===== config.mk =====
export PLATFORM = sky130hd
export DESIGN_NAME = ext_irq_unit
export DESIGN_NICKNAME = d
export VERILOG_FILES = /design/src/rtl/eir_pkg.sv /design/src/rtl/eir_post_decode.sv /design/src/rtl/eir_state.sv /design/src/rtl/eir_event_arb.sv /design/src/rtl/ext_irq_unit.sv
export SDC_FILE = /design/constraint.sdc
export NUM_CORES = 1
export LEC_CHECK = 0
export BUFFER_PORTS_ARGS = -buffer_cell sky130_fd_sc_hd__clkbuf_2
export CAP_MARGIN = 20
export CORE_UTILIZATION = 49
export DETAILED_ROUTE_END_ITERATION = 8
export HOLD_SLACK_MARGIN = 0.15
export MAX_ROUTING_LAYER = met4
export PLACE_DENSITY = 0.81
export SETUP_SLACK_MARGIN = 0.4
export SYNTH_ARGS = -nofsm -noshare
export SYNTH_HDL_FRONTEND = slang
export SYNTH_SLANG_ARGS = --single-unit

===== constraint.sdc =====
create_clock -name clk -period 2 [get_ports clk]
set_input_delay 0.2 -clock clk [delete_from_list [all_inputs] [get_ports clk]]
set_output_delay 0.2 -clock clk [all_outputs]
set_load 0.05 [all_outputs]

===== src/rtl/eir_pkg.sv =====
package eir_pkg;
  localparam int unsigned BUS_DATA_W = 32;
  localparam logic [2:0] BUS_WORD_BYTES = 3'd4;

  typedef enum logic {
    EVT_EXT = 1'b0,
    EVT_TOC = 1'b1
  } evt_kind_t;

  // true when an access has the single legal size of the posting word
  function automatic logic word_access(input logic [2:0] nbytes);
    return nbytes == BUS_WORD_BYTES;
  endfunction
endpackage


===== src/rtl/eir_post_decode.sv =====
module eir_post_decode
  import eir_pkg::*;
#(
  parameter int unsigned NARROW_W = 32,
  parameter int unsigned WIDE_W   = 64,
  parameter bit          HAS_WIDE = 1'b1
) (
  input  logic                  bus_wr_en,
  input  logic [2:0]            bus_size,
  input  logic [BUS_DATA_W-1:0] bus_wdata,
  input  logic                  timer_alarm,
  input  logic                  wide_sel,
  output logic                  use_wide,
  output logic                  post_accept,
  output logic [WIDE_W-1:0]     set_vec
);
  localparam int unsigned IDX_W  = $clog2(WIDE_W);
  localparam int unsigned NIDX_W = $clog2(NARROW_W);

  logic [IDX_W-1:0] post_slot;
  logic [IDX_W-1:0] top_slot;
  logic             unused_data_hi;

  generate
    if (HAS_WIDE) begin : g_wide_capable
      assign use_wide = wide_sel;
    end else begin : g_narrow_only
      logic unused_wide_sel;
      assign unused_wide_sel = wide_sel;
      assign use_wide        = 1'b0;
    end
  endgenerate

  // Number counted from the top end: inverting the low bits folds
  // (W-1) - (n mod W) for a power-of-two width.
  function automatic logic [IDX_W-1:0] slot_of(input logic [IDX_W-1:0] num,
                                               input logic wide);
    logic [IDX_W-1:0] r;
    if (wide) r = ~num;
    else      r = {{(IDX_W-NIDX_W){1'b0}}, ~num[NIDX_W-1:0]};
    return r;
  endfunction

  function automatic logic [WIDE_W-1:0] onehot(input logic [IDX_W-1:0] i);
    return {{(WIDE_W-1){1'b0}}, 1'b1} << i;
  endfunction

  assign unused_data_hi = ^bus_wdata[BUS_DATA_W-1:IDX_W];
  assign post_accept    = bus_wr_en && word_access(bus_size);
  assign post_slot      = slot_of(bus_wdata[IDX_W-1:0], use_wide);
  assign top_slot       = use_wide ? IDX_W'(WIDE_W-1) : IDX_W'(NARROW_W-1);

  assign set_vec = (post_accept ? onehot(post_slot) : '0)
                 | (timer_alarm ? onehot(top_slot)  : '0);
endmodule


===== src/rtl/eir_state.sv =====
module eir_state #(
  parameter int unsigned W = 64
) (
  input  logic         clk,
  input  logic         rst_n,
  input  logic [W-1:0] set_vec,
  input  logic         clr_we,
  input  logic [W-1:0] clr_data,
  input  logic         mask_we,
  input  logic [W-1:0] mask_data,
  output logic [W-1:0] pend_q,
  output logic [W-1:0] mask_q,
  output logic         irq_hard
);
  logic [W-1:0] clr_vec;
  logic [W-1:0] pend_d;

  // posts are applied after the clear so a colliding post survives
  function automatic logic [W-1:0] next_pending(input logic [W-1:0] cur,
                                                input logic [W-1:0] clr,
                                                input logic [W-1:0] set);
    return (cur & ~clr) | set;
  endfunction

  assign clr_vec = clr_we ? clr_data : '0;
  assign pend_d  = next_pending(pend_q, clr_vec, set_vec);

  always_ff @(posedge clk) begin
    if (!rst_n) begin
      pend_q <= '0;
      mask_q <= '0;
    end else begin
      pend_q <= pend_d;
      if (mask_we) mask_q <= mask_data;
    end
  end

  assign irq_hard = |(pend_q & mask_q);
endmodule


===== src/rtl/eir_event_arb.sv =====
module eir_event_arb
  import eir_pkg::*;
(
  input  logic clk,
  input  logic rst_n,
  input  logic nmi_raise,
  input  logic evt_take,
  input  logic psw_ie,
  input  logic irq_hard,
  output logic evt_valid,
  output logic evt_toc,
  output logic nmi_pend_q,
  output logic toc_taken
);
  evt_kind_t kind;
  logic      ext_ready;

  assign toc_taken = evt_take && nmi_pend_q;
  assign ext_ready = psw_ie && irq_hard;

  always_ff @(posedge clk) begin
    if (!rst_n)         nmi_pend_q <= 1'b0;
    else if (nmi_raise) nmi_pend_q <= 1'b1;
    else if (toc_taken) nmi_pend_q <= 1'b0;
  end

  always_comb begin
    kind = nmi_pend_q ? EVT_TOC : EVT_EXT;
  end

  assign evt_valid = nmi_pend_q || ext_ready;
  assign evt_toc   = (kind == EVT_TOC);
endmodule


===== src/rtl/ext_irq_unit.sv =====
module ext_irq_unit
  import eir_pkg::*;
#(
  parameter int unsigned NARROW_W = 32,
  parameter int unsigned WIDE_W   = 64,
  parameter bit          HAS_WIDE = 1'b1
) (
  input  logic              clk,
  input  logic              rst_n,
  input  logic              bus_wr_en,
  input  logic              bus_rd_en,
  input  logic [2:0]        bus_size,
  input  logic [31:0]       bus_wdata,
  output logic [WIDE_W-1:0] bus_rdata,
  input  logic              cpu_clr_we,
  input  logic [WIDE_W-1:0] cpu_clr_data,
  input  logic              cpu_mask_we,
  input  logic [WIDE_W-1:0] cpu_mask_data,
  input  logic              timer_alarm,
  input  logic              wide_sel,
  input  logic              nmi_raise,
  input  logic              psw_ie,
  input  logic              evt_take,
  output logic              irq_hard,
  output logic              evt_valid,
  output logic              evt_toc
);
  logic              use_wide;
  logic              post_accept;
  logic [WIDE_W-1:0] set_vec;
  logic [WIDE_W-1:0] pend_q;
  logic [WIDE_W-1:0] mask_q;
  logic              nmi_pend_q;
  logic              toc_taken;

  eir_post_decode #(
    .NARROW_W(NARROW_W), .WIDE_W(WIDE_W), .HAS_WIDE(HAS_WIDE)
  ) u_decode (
    .bus_wr_en  (bus_wr_en),
    .bus_size   (bus_size),
    .bus_wdata  (bus_wdata),
    .timer_alarm(timer_alarm),
    .wide_sel   (wide_sel),
    .use_wide   (use_wide),
    .post_accept(post_accept),
    .set_vec    (set_vec)
  );

  eir_state #(.W(WIDE_W)) u_state (
    .clk      (clk),
    .rst_n    (rst_n),
    .set_vec  (set_vec),
    .clr_we   (cpu_clr_we),
    .clr_data (cpu_clr_data),
    .mask_we  (cpu_mask_we),
    .mask_data(cpu_mask_data),
    .pend_q   (pend_q),
    .mask_q   (mask_q),
    .irq_hard (irq_hard)
  );

  eir_event_arb u_arb (
    .clk       (clk),
    .rst_n     (rst_n),
    .nmi_raise (nmi_raise),
    .evt_take  (evt_take),
    .psw_ie    (psw_ie),
    .irq_hard  (irq_hard),
    .evt_valid (evt_valid),
    .evt_toc   (evt_toc),
    .nmi_pend_q(nmi_pend_q),
    .toc_taken (toc_taken)
  );

  assign bus_rdata = (bus_rd_en && word_access(bus_size)) ? pend_q : '0;
endmodule


==> tab_implementation.tex <==
\begin{tabular}{lr}
\hline
Metric & Value \\
\hline
\multicolumn{2}{l}{\textbf{Run status}} \\
Outcome & finished, violations left \\
Violations in the final reports & DRC, setup timing \\
\multicolumn{2}{l}{\textbf{CTS}} \\
Clock insertion delay at the later pin of the skew report & 0.43 ns \\
Number of H-tree branching levels & 4 \\
Clock net sink count & 129 \\
Root buffer cell & sky130\_fd\_sc\_hd\_\_clkbuf\_16 \\
Number of CTS-inserted buffers & 17 \\
Max Root-Sink Buffers & 2 \\
CTS tree & done \\
Clock slew at reported path FFs & 0.06 ns \\
\multicolumn{2}{l}{\textbf{STA}} \\
Layout Skew & 0 ns \\
Max frequency & 0.324 GHz \\
Total negative slack & -2.03 ns \\
Worst Max-Slew Pin Slew & 0.646 ns \\
RSZ-0062 raised after global routing & yes \\
Final number of max-transition violations & 0 \\
Hold Fails Final Rpt & 0 \\
Part of the cycle the worst path needs & 154\% \\
Final critical delay including setup and external delays & 3.08 ns \\
Normalized max-slew margin & 56.8\% \\
Crit path setup slack, layout & -1.08 ns \\
\# setup viols final & 2 \\
\multicolumn{2}{l}{\textbf{Floorplan}} \\
Top-level port count & 241 \\
Die Wd & 112 µm \\
Rows & 39 \\
Die H & 112 µm \\
Initial standard-cell utilization of the core & 50.9\% \\
Total die area & 0.0125 mm² \\
CORE AREA & 0.0116 mm² \\
\multicolumn{2}{l}{\textbf{Synth}} \\
Count of synthesis-stage warnings from yosys & 0 \\
Synth cell types & 26 \\
Async S/R FF share, synth & 0\% \\
Flip-flop cell with the highest count after synthesis & sky130\_fd\_sc\_hd\_\_dfxtp\_1 \\
Mean Syn Cell Area & 9.32 µm² \\
Post-synthesis sequential area ratio & 43.7\% \\
Mapped Cells & 635 \\
Number of synthesized flops with an enable pin & 0 \\
\#FFs+latches synth & 129 \\
Synth Net Count & 809 \\
Synthesized area & 0.00592 mm² \\
\multicolumn{2}{l}{\textbf{Pwr}} \\
Power density relative to cell area & 667 mW/mm² \\
Sw Ratio & 24.2\% \\
Share of total power in the clock network & 46.8\% \\
Portion of total power attributed to combinational logic & 13.2\% \\
Highest ir drop seen on vdd & 0.000746 V \\
Switching power & 1650 µW \\
Internal power & 5160 µW \\
Leakage power figure & 0.00458 µW \\
Part of the total power dissipated in sequential elements & 40.0\% \\
\multicolumn{2}{l}{\textbf{Final layout}} \\
Number of standard cells in the final layout excluding fillers & 1184 \\
Top library cells by usage in the layout, fill and taps aside & sky130\_fd\_sc\_hd\_\_clkbuf\_2, sky130\_fd\_sc\_hd\_\_nor2b\_1, sky130\_fd\_sc\_hd\_\_dfxtp\_1 \\
Design area & 0.0102 mm² \\
Total area of multi-input combinational cells & 0.00330 mm² \\
Area overhead of the layout relative to synthesis & 72.4\% \\
Share of cells above drive strength 1 & 35.4\% \\
Post-route core utilization & 87.8\% \\
Number of nets in the layout & 1199 \\
Commonest non-fill, non-tap cell in the layout & sky130\_fd\_sc\_hd\_\_clkbuf\_2 \\
Area used by sequential logic in the layout & 0.00258 mm² \\
Filler cells & 503 \\
\multicolumn{2}{l}{\textbf{Placed design}} \\
Buffers on Ports & 214 \\
Setup slack at placement & -0.291 ns \\
Final RePlAce weighted congestion & 0.877 \\
Half-perimeter wire length after detailed placement & 14.3 mm \\
Instance area at placement & 0.00757 mm² \\
Placed Instances & 1012 \\
\multicolumn{2}{l}{\textbf{Worst setup path}} \\
Worst-path cell chain & a22o\_1, a221oi\_2, nand4\_1, or4\_4, a21o\_4, buf\_8 \\
Required time worst endpoint & 1.80 ns \\
Largest stage delay, worst path & 0.60 ns \\
Top Family by Delay on Critical Path & simple AND/OR/NAND/NOR gates \\
Worst-path fanout max & 2 \\
Highest-delay cell along the critical path & sky130\_fd\_sc\_hd\_\_or4\_4 \\
Critical path class & register to primary output \\
Combined buffer and inverter count along the critical path & 1 \\
Data arrival time of the critical path & 2.88 ns \\
Critical path capture point type & primary output \\
Crit start category & register \\
\multicolumn{2}{l}{\textbf{GRT}} \\
GRT Residual Overflow & 0 \\
Pin count of the biggest net entering global routing & 130 \\
Global routing usage on met1 & 43.9\% \\
Number of antenna violations at the first check in global routing & 3 \\
Met3 global-route usage & 11.5\% \\
Overall track demand over capacity in global routing & 42.9\% \\
Global-route wire length before repair & 38.8 mm \\
Global route hottest layer & met2 \\
M2 GR Usage & 71.2\% \\
Number of global-route vias before repair & 7253 \\
\multicolumn{2}{l}{\textbf{Flow run}} \\
Reported max-cap violation count & 0 \\
\multicolumn{2}{l}{\textbf{Drt}} \\
Vias per cell & 6.24 \\
DRC violations left & 13 \\
Routed vias & 7392 \\
Routed Wire Length & 30.7 mm \\
Number of search-and-repair iterations in the first detailed-routing pass & 9 \\
Iter 0 DRT Violations & 893 \\
Antenna violation net count after detailed routing & 0 \\
WL/cell & 26.0 µm \\
\multicolumn{2}{l}{\textbf{Min path}} \\
Hold WC Path Type & input port to register \\
\hline
\end{tabular}
[repair_timing]
action | CTS | global route
buffers inserted | 2 | 3
endpoints found under the setup margin | 20 | 67
cloned | 2 | 4
pin swaps | 3 | 9
resized for setup | 53 | 213
hold buffers | 125 | 1
hold endpoints to repair | 123 | 1
[path summary, 6_finish.rpt]
kind,cells past startpoint,end,slack [ns],from
max,6,evt_valid,-1.08,u_state.pend_q[15]
min,4,u_state.pend_q[35],0.13,cpu_clr_data[35]
min reg2reg,2,u_state.mask_q[32],0.52,u_state.mask_q[32]
max reg2reg,3,u_arb.nmi_pend_q,0.69,u_arb.nmi_pend_q
[synthesized netlist by cell type (7+ instances only)]
master | count | area, µm²
sky130_fd_sc_hd__a22oi_1 | 62 | 465
sky130_fd_sc_hd__clkbuf_1 | 32 | 120
sky130_fd_sc_hd__a221oi_2 | 9 | 135
sky130_fd_sc_hd__and2_1 | 63 | 394
sky130_fd_sc_hd__nor2_1 | 13 | 48.8
sky130_fd_sc_hd__a22o_1 | 16 | 140
sky130_fd_sc_hd__a221oi_1 | 7 | 61.3
sky130_fd_sc_hd__nor2b_1 | 130 | 813
sky130_fd_sc_hd__nand2b_1 | 7 | 43.8
sky130_fd_sc_hd__nand2_1 | 69 | 259
sky130_fd_sc_hd__dfxtp_1 | 129 | 2580
sky130_fd_sc_hd__mux2i_1 | 64 | 641
[power by group through the flow]
| stage | sequential, µW | combinational [µW] | clock (µW) |
|---|---|---|---|
| 6_report | 2720 | 895 | 3190 |
| 5_1_grt | 2730 | 930 | 3280 |
| 4_1_cts | 2710 | 780 | 3110 |
| 3_5_place_dp | 2760 | 569 | 0 |
| 3_3_place_gp | 2760 | 554 | 0 |
| 2_1_floorplan | 2750 | 304 | 0 |
[flip-flops by register name, indices dropped and copies added, names as in the netlist]
register / count
u_state.pend_q: 64
u_arb.nmi_pend_q: 1
u_state.mask_q: 64
[through the flow]
step,total power (µW),hold slack (ns)
floorplan,3050,0.324
global placement,3310,0.415
detailed placement,3330,0.420
CTS,6600,0.151
global route,6940,0.155
finish,6800,0.131
[routing by layer]
metal	wire length (µm)	vias up
li1	-	2991
met1	9490	3375
met2	14100	726
met3	4010	300
met4	3170	0
met5	0	-
[cell type report]
cell class,count,area share (%)
Antenna cell,3,0.0736
Clock buffer,28,5.16
Clock inverter,4,0.687
Inverter,1,0.0368
Multi-Input combinational cell,463,32.4
Sequential cell,129,25.3
Tap cell,143,1.75
Timing Repair Buffer,413,34.6
[logic make-up after synthesis]
logic type,Yosys count,share of synthesized area (%)
simple gates,301,28.5
flops,129,43.7
compound gates,98,14.1
mux,64,10.8
buf+inv,43,2.86
[tightest hold or removal path, stage by stage]
cell and delay [ns]:
sky130_fd_sc_hd__clkbuf_2 0.08, sky130_fd_sc_hd__nand2_1 0.05, sky130_fd_sc_hd__a22oi_1 0.05, sky130_fd_sc_hd__nor2b_1 0.13
(Power assumes the default switching activity.)
